[src/rtl/sel_pkg.sv]
package sel_pkg;
    typedef enum logic [1:0] {
        ST_IDLE = 2'd0,
        ST_SORT = 2'd1,
        ST_PICK = 2'd2
    } sel_state_e;
endpackage

[src/rtl/sel_band_mon.sv]
module sel_band_mon #(
    parameter int NCELL = 8,
    parameter int VW    = 12
) (
    input  logic [VW-1:0]       nom_v,
    input  logic [NCELL*VW-1:0] cell_v,
    output logic                over
);
    logic [VW:0] lim;

    always_comb begin
        lim  = {1'b0, nom_v} + {1'b0, nom_v / VW'(10)};
        over = 1'b0;
        for (int k = 0; k < NCELL; k++) begin
            if ({1'b0, cell_v[k*VW +: VW]} > lim) over = 1'b1;
        end
    end
endmodule

[src/rtl/sel_rank_sort.sv]
module sel_rank_sort #(
    parameter int NCELL = 8,
    parameter int VW    = 12,
    parameter int IW    = 3
) (
    input  logic                clk,
    input  logic                rst_n,
    input  logic                load,
    input  logic                step,
    input  logic                phase,
    input  logic                dis,
    input  logic [NCELL*VW-1:0] cell_v,
    input  logic                chk_en,
    output logic [NCELL*IW-1:0] order
);
    logic [VW-1:0] kv [NCELL];
    logic [IW-1:0] ki [NCELL];
    logic [VW-1:0] nv [NCELL];
    logic [IW-1:0] ni [NCELL];
    logic          ordered;

    // a ranks before b
    function automatic logic ahead(input logic [VW-1:0] va, input logic [IW-1:0] ia,
                                   input logic [VW-1:0] vb, input logic [IW-1:0] ib,
                                   input logic d);
        if (va == vb) return ia < ib;
        return d ? (va > vb) : (va < vb);
    endfunction

    always_comb begin
        for (int k = 0; k < NCELL; k++) begin
            nv[k] = kv[k];
            ni[k] = ki[k];
        end
        for (int k = 0; k < NCELL - 1; k++) begin
            if ((k % 2) == int'(phase) && ahead(kv[k+1], ki[k+1], kv[k], ki[k], dis)) begin
                nv[k]   = kv[k+1];
                ni[k]   = ki[k+1];
                nv[k+1] = kv[k];
                ni[k+1] = ki[k];
            end
        end
    end

    always_ff @(posedge clk or negedge rst_n) begin
        if (!rst_n) begin
            for (int k = 0; k < NCELL; k++) begin
                kv[k] <= '0;
                ki[k] <= IW'(k);
            end
        end else if (load) begin
            for (int k = 0; k < NCELL; k++) begin
                kv[k] <= cell_v[k*VW +: VW];
                ki[k] <= IW'(k);
            end
        end else if (step) begin
            for (int k = 0; k < NCELL; k++) begin
                kv[k] <= nv[k];
                ki[k] <= ni[k];
            end
        end
    end

    for (genvar g = 0; g < NCELL; g++) begin : g_out
        assign order[g*IW +: IW] = ki[g];
    end

    always_comb begin
        ordered = 1'b1;
        for (int k = 0; k < NCELL - 1; k++) begin
            if (ahead(kv[k+1], ki[k+1], kv[k], ki[k], dis)) ordered = 1'b0;
        end
    end


    sort_order_chk: assert property (@(posedge clk) disable iff (!rst_n)
        chk_en |-> ordered);
endmodule

[src/rtl/sel_pick.sv]
module sel_pick #(
    parameter int NCELL = 8,
    parameter int IW    = 3,
    parameter int CW    = 4
) (
    input  logic [NCELL*IW-1:0] order,
    input  logic [NCELL-1:0]    prev,
    input  logic [CW-1:0]       need,
    input  logic                keep,
    output logic [NCELL-1:0]    mask
);
    logic [CW-1:0] pc;
    logic [CW-1:0] cnt;
    logic [IW-1:0] idx;

    always_comb begin
        pc   = CW'($countones(prev));
        cnt  = '0;
        idx  = '0;
        mask = '0;
        if (!keep) begin
            for (int k = 0; k < NCELL; k++) begin
                idx = order[k*IW +: IW];
                if (cnt < need) begin
                    mask[idx] = 1'b1;
                    cnt       = cnt + 1'b1;
                end
            end
        end else if (need >= pc) begin
            mask = prev;
            for (int k = 0; k < NCELL; k++) begin
                idx = order[k*IW +: IW];
                if (!prev[idx] && (cnt < (need - pc))) begin
                    mask[idx] = 1'b1;
                    cnt       = cnt + 1'b1;
                end
            end
        end else begin
            mask = prev;
            for (int k = NCELL - 1; k >= 0; k--) begin
                idx = order[k*IW +: IW];
                if (prev[idx] && (cnt < (pc - need))) begin
                    mask[idx] = 1'b0;
                    cnt       = cnt + 1'b1;
                end
            end
        end
    end
endmodule

[src/rtl/cap_sort_sel.sv]
module cap_sort_sel
    import sel_pkg::*;
#(
    parameter int NCELL = 8,
    parameter int VW    = 12,
    parameter int AW    = 16,
    parameter int CW    = $clog2(NCELL + 1)
) (
    input  logic                clk,
    input  logic                rst_n,
    input  logic                upd_stb,
    input  logic [CW-1:0]       need_cnt,
    input  logic [NCELL*VW-1:0] cell_v,
    input  logic [AW-1:0]       arm_i,
    input  logic                band_en,
    input  logic [VW-1:0]       nom_v,
    output logic [NCELL-1:0]    ins_mask,
    output logic [CW-1:0]       swap_cnt,
    output logic                upd_done
);
    localparam int IW = (NCELL > 1) ? $clog2(NCELL) : 1;

    sel_state_e          state, state_n;
    logic [IW-1:0]       pass_q;
    logic [CW-1:0]       need_q;
    logic                dis_q;
    logic                keep_q;
    logic [CW-1:0]       need_c;
    logic                over;
    logic [NCELL*IW-1:0] order;
    logic [NCELL-1:0]    pick_mask;

    assign need_c = (need_cnt > CW'(NCELL)) ? CW'(NCELL) : need_cnt;

    sel_band_mon #(.NCELL(NCELL), .VW(VW)) u_band (
        .nom_v  (nom_v),
        .cell_v (cell_v),
        .over   (over)
    );

    sel_rank_sort #(.NCELL(NCELL), .VW(VW), .IW(IW)) u_sort (
        .clk    (clk),
        .rst_n  (rst_n),
        .load   (state == ST_IDLE && upd_stb),
        .step   (state == ST_SORT),
        .phase  (pass_q[0]),
        .dis    (dis_q),
        .cell_v (cell_v),
        .chk_en (state == ST_PICK),
        .order  (order)
    );

    sel_pick #(.NCELL(NCELL), .IW(IW), .CW(CW)) u_pick (
        .order (order),
        .prev  (ins_mask),
        .need  (need_q),
        .keep  (keep_q),
        .mask  (pick_mask)
    );

    always_comb begin
        state_n = state;
        unique case (state)
            ST_IDLE: if (upd_stb) state_n = ST_SORT;
            ST_SORT: if (pass_q == IW'(NCELL - 1)) state_n = ST_PICK;
            ST_PICK: state_n = ST_IDLE;
            default: state_n = ST_IDLE;
        endcase
    end

    always_ff @(posedge clk or negedge rst_n) begin
        if (!rst_n) state <= ST_IDLE;
        else        state <= state_n;
    end

    always_ff @(posedge clk or negedge rst_n) begin
        if (!rst_n) begin
            pass_q   <= '0;
            need_q   <= '0;
            dis_q    <= 1'b0;
            keep_q   <= 1'b0;
            ins_mask <= '0;
            swap_cnt <= '0;
            upd_done <= 1'b0;
        end else begin
            upd_done <= 1'b0;
            unique case (state)
                ST_IDLE: if (upd_stb) begin
                    need_q <= need_c;
                    dis_q  <= arm_i[AW-1];
                    keep_q <= band_en & ~over;
                    pass_q <= '0;
                end
                ST_SORT: pass_q <= pass_q + 1'b1;
                ST_PICK: begin
                    ins_mask <= pick_mask;
                    swap_cnt <= CW'($countones(pick_mask ^ ins_mask));
                    upd_done <= 1'b1;
                end
                default: ;
            endcase
        end
    end


    mask_count_chk: assert property (@(posedge clk) disable iff (!rst_n)
        upd_done |-> ($countones(ins_mask) == int'(need_q)));


    done_pulse_chk: assert property (@(posedge clk) disable iff (!rst_n)
        upd_done |=> !upd_done);


    mask_hold_chk: assert property (@(posedge clk) disable iff (!rst_n)
        (state != ST_PICK) |=> ($stable(ins_mask) && $stable(swap_cnt)));


    busy_ignore_chk: assert property (@(posedge clk) disable iff (!rst_n)
        (state != ST_IDLE) |=> $stable(need_q));


    swap_count_chk: assert property (@(posedge clk) disable iff (!rst_n)
        upd_done |-> (int'(swap_cnt) == $countones(ins_mask ^ $past(ins_mask))));
endmodule

[config.mk]
export PLATFORM = sky130hd
export DESIGN_NAME = cap_sort_sel
export DESIGN_NICKNAME = d
export VERILOG_FILES = /design/src/rtl/sel_pkg.sv /design/src/rtl/sel_band_mon.sv /design/src/rtl/sel_rank_sort.sv /design/src/rtl/sel_pick.sv /design/src/rtl/cap_sort_sel.sv
export SDC_FILE = /design/constraint.sdc
export NUM_CORES = 1
export LEC_CHECK = 0
export ABC_AREA = 1
export ABC_CLOCK_PERIOD_IN_PS = 33200
export BUFFER_PORTS_ARGS = -buffer_cell sky130_fd_sc_hd__buf_2
export CAP_MARGIN = 20
export CORE_UTILIZATION = 40
export CTS_CLUSTER_SIZE = 28
export DETAILED_ROUTE_END_ITERATION = 8
export GPL_ROUTABILITY_DRIVEN = 0
export SETUP_SLACK_MARGIN = 0.2
export SYNTH_ARGS = -nofsm -noshare
export SYNTH_HDL_FRONTEND = slang
export SYNTH_HIERARCHICAL = 1
export SYNTH_SLANG_ARGS = --single-unit
export TNS_END_PERCENT = 5
[constraint.sdc]
create_clock -name clk -period 33.2 [get_ports clk]
set_input_delay 6.64 -clock clk [delete_from_list [all_inputs] [get_ports clk]]
set_output_delay 6.64 -clock clk [all_outputs]
set_load 0.005 [all_outputs]
==> results.yml, run 1 <==
timing:
  timing.final.ws_setup_ns: 17.54
  finalCriticalPeriod_ns: 15.66
  drv_slew: 0
  slew_headroom_pct: 27.1
  worst_pin_slew_ns: 1.09
  period_share_pct: 47.2
  grt_setup_unrepaired: "no"
  fin_skew_ns: 0.0112
  fin_tns_setup_ns: 0
  fmax_mhz: 63.9
  hold_viol: 0
  setup_viol: 0
clock_network:
  ctsResizeCount: 0
  cts.hold.buffers_added: 0
  cts_made_buffers: 17
  clock_path_buffers: 2
  htreeDepth: 4
  clkLatencyLatePin_ns: 0.45
  clkTransAtPathRegs_ns: 0.07
  cts_post_setup_buffers_inserted: 0
  clockRootBuffer: "clkbuf_16"
  clock_sinks: 144
  cts_tree: "done"
logic_synthesis:
  ys_seq_area_share_pct: 18.5
  avgSynthCellArea_um2: 6.49
  synth_cell_types: 67
  syn_area_um2: 19600
  yosysWarnings: 6
  synth_edf_count: 0
  ys_ff_latch: 144
  netlist_instances: 3021
  async_flop_share_pct: 100
  ys.flop_type: "dfrtp_1"
min_path:
  whs_endpoint: "swap_cnt[2]$_DFFE_PN0P_"
  hold_class: "reg -> reg"
  hold_path_depth: 2
  hp-start: "swap_cnt[2]$_DFFE_PN0P_"
global_route:
  grt_pass1_vias: 19900
  grt_use_total_pct: 25.9
  grt_pass1_wl_um: 103000
  antenna_found_initial: 0
  grt_start_max_net_pins: 89
  gr-total-overflow: 0
critical_path:
  r2r_start: "ins_mask[5]$_DFFE_PN0P_"
  max_stage_delay_ns: 0.91
  cp_max_fo: 11
  arrival_ns: 16.00
  cp_common_cell: "nand2_1"
  r2r_end: "swap_cnt[2]$_DFFE_PN0P_"
  reg2reg_slack_ns: 17.54
  start_kind: "flop"
  cp.required_ns: 33.54
  endpoint_kind: "flop"
  slowest_stage: "a211oi_1"
  ff2ff_path_depth: 71
  criticalPathCategory: "reg -> reg"
placed_design:
  dp_cells: 3694
  portBuffers: 129
  place_ws_ns: 17.71
  hpwl_um: 50800
drt:
  ant_nets: 0
  vias: 20700
  drt_iter0_drc: 1960
  drc: 0
  detail_route.vias_per_cell: 5.54
  routed_wl_um: 64600
  wl_per_cell_um: 17.3
  firstDrtPassIters: 6
floorplanning:
  die_x_um: 223
  start_util_pct: 40.8
  dieArea_um2: 49900
  die_y_um: 223
  core-area_um2: 48000
  io_pins: 145
  core.rowCount: 80
final_layout:
  nFillCells: 5039
  diodes: 0
  area_growth_pct: 8.43
  final_nets: 3512
  drive_gt1_share_pct: 12.6
  final_cell_count_no_fill: 3728
run_status:
  status: "finished clean"
run:
  drv_cap: 0
[final cells by class]
class                           instances  area [um2]  area share (%)
Multi-Input combinational cell       2333       13800            64.8
Timing Repair Buffer                  150         825            3.88
Sequential cell                       144        3620            17.0
Tap cell                              615         769            3.62
Inverter                              454        1720            8.07
Clock buffer                           19         443            2.08
Clock inverter                         13         111           0.524
[synth_stat cells (all sizes together), types with 17 or more instances]
master   instances  share of area [%]
nand4           77                2.7
or2             17               0.56
o21bai          22               0.92
o221ai          21               0.94
nor3            57                1.5
dfrtp          132                 17
nand2         1039                 21
o21ai           84                2.2
a221oi          26                1.2
xor2            24                1.1
buf             58                1.9
ha             269                 17
a21oi          107                2.8
o2111ai         17               0.76
nor2           103                2.5
clkbuf          34               0.66
inv            449                8.6
nand3          362                9.7
[worst max path at each step]
stage / to / slack, ns / from / cells after the start
detailed placement: swap_cnt[2]$_DFFE_PN0P_ / 17.71 / ins_mask[5]$_DFFE_PN0P_ / 71
floorplan: swap_cnt[1]$_DFFE_PN0P_ / 20.12 / ins_mask[4]$_DFFE_PN0P_ / 72
CTS: swap_cnt[2]$_DFFE_PN0P_ / 17.69 / ins_mask[5]$_DFFE_PN0P_ / 71
global placement: swap_cnt[1]$_DFFE_PN0P_ / 17.95 / ins_mask[5]$_DFFE_PN0P_ / 68
global route: swap_cnt[1]$_DFFE_PN0P_ / 16.33 / ins_mask[5]$_DFFE_PN0P_ / 68
finish: swap_cnt[2]$_DFFE_PN0P_ / 17.54 / ins_mask[5]$_DFFE_PN0P_ / 71
[sequential cells by signal, indices dropped and copies added (netlist names)]
signal	count
pass_q	3
state	2
ins_mask	8
keep_q	1
need_q	4
dis_q	1
swap_cnt	4
upd_done	1
u_sort/kv	96
u_sort/order	24
[stage by stage]
step | cell area (um2) | hold slack [ns] | utilization, %
floorplan | 19600 | 0.437 | -
global placement | 20700 | 0.458 | 43.0
detailed placement | 20700 | 0.467 | 43.0
CTS | 21200 | 0.482 | 44.2
global route | 21300 | 0.517 | 44.3
finish | 21300 | 0.479 | 44.3
[cells by family after synthesis]
| family | Yosys count | share of synthesized area (%) |
|---|---|---|
| fa+ha+maj | 280 | 18.3 |
| simple gates | 1666 | 38.7 |
| mux | 1 | 0.0574 |
| other cells | 1 | 0.0191 |
| compound gates | 347 | 11.5 |
| buf+inv | 546 | 11.3 |
| xor+xnor | 36 | 1.65 |
| flops | 144 | 18.5 |
[routing by layer]
layer,up-vias,GRT usage [%],wire (um)
li1,10200,-,-
met1,9643,32.1,27500
met2,702,44.8,30600
met3,155,3.48,3790
met4,0,10.9,2680
met5,-,0,0
[critical path, delay by kind of cell (launching register included)]
family	cells	cell delay, ns
simple gates	27	3.16
fa+ha+maj	17	6.01
flops	1	0.70
buf+inv	14	1.61
xor+xnor	4	0.73
compound gates	9	3.28
[cells in the final DEF, fill, tap and decap left out, types with 5 or more instances in the layout]
cell,netlist,layout
a211oi_1,12,12
a21o_1,10,10
a21oi_1,103,103
a221oi_1,26,26
a22oi_1,6,6
buf_2,29,128
buf_4,10,19
clkbuf_16,0,17
clkinv_2,0,6
dfrtp_1,132,132
dfstp_2,12,12
fa_1,11,11
ha_1,269,269
inv_1,400,399
inv_2,46,46
nand2_1,961,961
nand2_2,56,56
nand2_4,22,22
nand3_1,345,345
nand3_2,16,16
nand4_1,72,72
nor2_1,85,85
nor2_2,9,9
nor2_4,8,8
nor3_1,56,56
nor4_1,5,5
o2111ai_1,17,17
o211ai_1,7,7
o21ai_0,75,75
o21ai_1,6,6
o21bai_1,20,20
o221ai_1,21,21
o22ai_1,16,16
or2_2,15,15
xnor2_1,12,12
xor2_1,23,23
Power of run 1 is not shown: default switching activity piles up to over one toggle a cycle in this logic, so the estimate is an artifact.
==> run 2: changes to the inputs <==
ABC_CLOCK_PERIOD_IN_PS = 13880   (was 33200)
clock period = 13.88 ns   (was 33.2 ns; I/O delays follow)
==> run 2 against run 1 <==
Compared with the run above: worst hold slack improved by 0.0038 ns; non-clock buffer count rose by 26; die area did not move; flip-flop and latch count did not move; final cell count rose by 0.70%; first-iteration DRC count rose by 0.56%; critical path depth rose by 2; sequential share of layout area fell by 0.22 points; clock skew rose by 0.00082 ns; fmax rose by 22%; register-to-register slack got worse by 16 ns; worst setup slack got worse by 16 ns; critical path type unchanged; highest routed layer unchanged.
==> results.yml, run 2 (synthesized netlist as in run 1, its figures left out) <==
run_status:
  status: "finished clean"
global_route:
  gr-total-overflow: 0
  grt_pass1_wl_um: 104000
  grt_use_total_pct: 26.1
  grt_start_max_net_pins: 84
  grt_pass1_vias: 20100
  antenna_found_initial: 0
final_layout:
  largest_register_ffs: 96
  mostFrequentLayoutCell: "nand2_1"
  final_cell_count_no_fill: 3754
  drive_gt1_share_pct: 13.8
  top_register: "u_sort/kv"
  final_nets: 3538
  area_growth_pct: 9.85
  final_cell_mix: "nand2_1, inv_1, nand3_1"
  diodes: 0
timing:
  fin_tns_setup_ns: 0
  fmax_mhz: 78.2
  worst_pin_slew_ns: 0.942
  slew_headroom_pct: 37.0
  grt_setup_unrepaired: "no"
  timing.final.ws_setup_ns: 1.09
  fin_skew_ns: 0.0120
  holdWs_ns: 0.482
  period_share_pct: 92.2
  finalCriticalPeriod_ns: 12.79
  setup_viol: 0
  hold_viol: 0
  drv_slew: 0
floorplanning:
  die_x_um: 223
  core.rowCount: 80
  core-area_um2: 48000
  die_y_um: 223
  start_util_pct: 40.8
  dieArea_um2: 49900
  io_pins: 145
placed_design:
  dp_cells: 3718
  place_ws_ns: 0.314
  portBuffers: 129
  hpwl_um: 51400
drt:
  ant_nets: 0
  dr_wl_met2_um: 31200
  wl_met3_um: 4230
  dr.max_layer_used: "met4"
  detail_route.vias_per_cell: 5.54
  vias: 20800
  drc: 0
  routed_wl_um: 65500
  wirelength_met1_um: 26900
  drt_iter0_drc: 1971
  wl_per_cell_um: 17.4
  firstDrtPassIters: 6
critical_path:
  start_kind: "flop"
  reg2reg_slack_ns: 1.09
  cp_max_fo: 8
  cp_common_cell: "nand2_1"
  max_stage_delay_ns: 0.58
  ff2ff_path_depth: 73
  endpoint_kind: "flop"
  r2r_end: "swap_cnt[1]$_DFFE_PN0P_"
  r2r_start: "ins_mask[4]$_DFFE_PN0P_"
  slowest_stage: "fa_1"
  criticalPathCategory: "reg -> reg"
  critPathLaunch: "ins_mask[4]$_DFFE_PN0P_"
  cp.required_ns: 14.25
  arrival_ns: 13.16
min_path:
  hold_class: "reg -> reg"
  whs_endpoint: "pass_q[1]$_DFFE_PN0P_"
  hold_path_depth: 2
  hp-start: "pass_q[1]$_DFFE_PN0P_"
clock_network:
  cts_made_buffers: 17
  clkTransAtPathRegs_ns: 0.07
  clkLatencyLatePin_ns: 0.45
  htreeDepth: 4
  clockRootBuffer: "clkbuf_16"
  clock_path_buffers: 2
  cts.hold.buffers_added: 0
  clock_sinks: 144
  cts_tree: "done"
run:
  drv_cap: 0
## run 2: changes by cell type in the layout (fill, tap and decap cells not counted), moves of 2 or more
cell,previous run,this run
buf_4,19,44
o21ai_1,6,11
a211oi_1,12,7
nand2_1,961,959
a211oi_2,0,4
clkbuf_1,1,3
o21ai_0,75,67
xor2_2,1,3
clkinv_2,6,4
o21ai_2,2,4
xor2_1,23,21
inv_2,46,48
inv_1,399,397
## run 2: repair_timing
item / in CTS / in global routing
endpoints found under the setup margin: 0 / 4
gates resized for setup: 0 / 28
buffers inserted: 0 / 1
## run 2: worst max-delay path by stage
| stage | end | slack, ns | cells after the start |
|---|---|---|---|
| 6_report | swap_cnt[1]$_DFFE_PN0P_ | 1.09 | 73 |
| 2_1_floorplan | swap_cnt[1]$_DFFE_PN0P_ | 0.80 | 72 |
| 3_3_place_gp | swap_cnt[1]$_DFFE_PN0P_ | 0.67 | 69 |
| 4_1_cts | swap_cnt[1]$_DFFE_PN0P_ | 0.22 | 69 |
| 3_5_place_dp | swap_cnt[1]$_DFFE_PN0P_ | 0.31 | 69 |
| 5_1_grt | swap_cnt[2]$_DFFE_PN0P_ | 0.20 | 80 |
## run 2: per-layer routing
metal | global-route usage (%) | vias up
li1 | - | 10200
met1 | 31.8 | 9658
met2 | 45.0 | 770
met3 | 3.42 | 181
met4 | 12.7 | 0
met5 | 0 | -
## run 2: final cells by class
type	instances	area, um2
multi-input cells	2333	13900
repair buffers	176	1030
inverters	454	1720
fillers	5062	26500
flip-flops and latches	144	3620
clock inverters	11	81.3
well taps	615	769
clock buffers	21	450
## run 2: per-stage QoR
stage                     instance area, um2  util, %
final                                  21500     44.8
after detailed placement               20900     43.4
after floorplan                        19600        -
after CTS                              21400     44.5
after global routing                   21500     44.8
after global placement                 20900     43.4
## run 2: critical path: cells and delay by family (launching register included)
| family | cells | cell delay (ns) |
|---|---|---|
| fa+ha+maj | 17 | 6.10 |
| simple gates | 32 | 3.07 |
| buf+inv | 14 | 1.24 |
| compound gates | 5 | 0.84 |
| xor+xnor | 4 | 0.66 |
| flops | 1 | 0.40 |
| mux | 1 | 0.40 |
Power of run 2 is left out for the same reason.
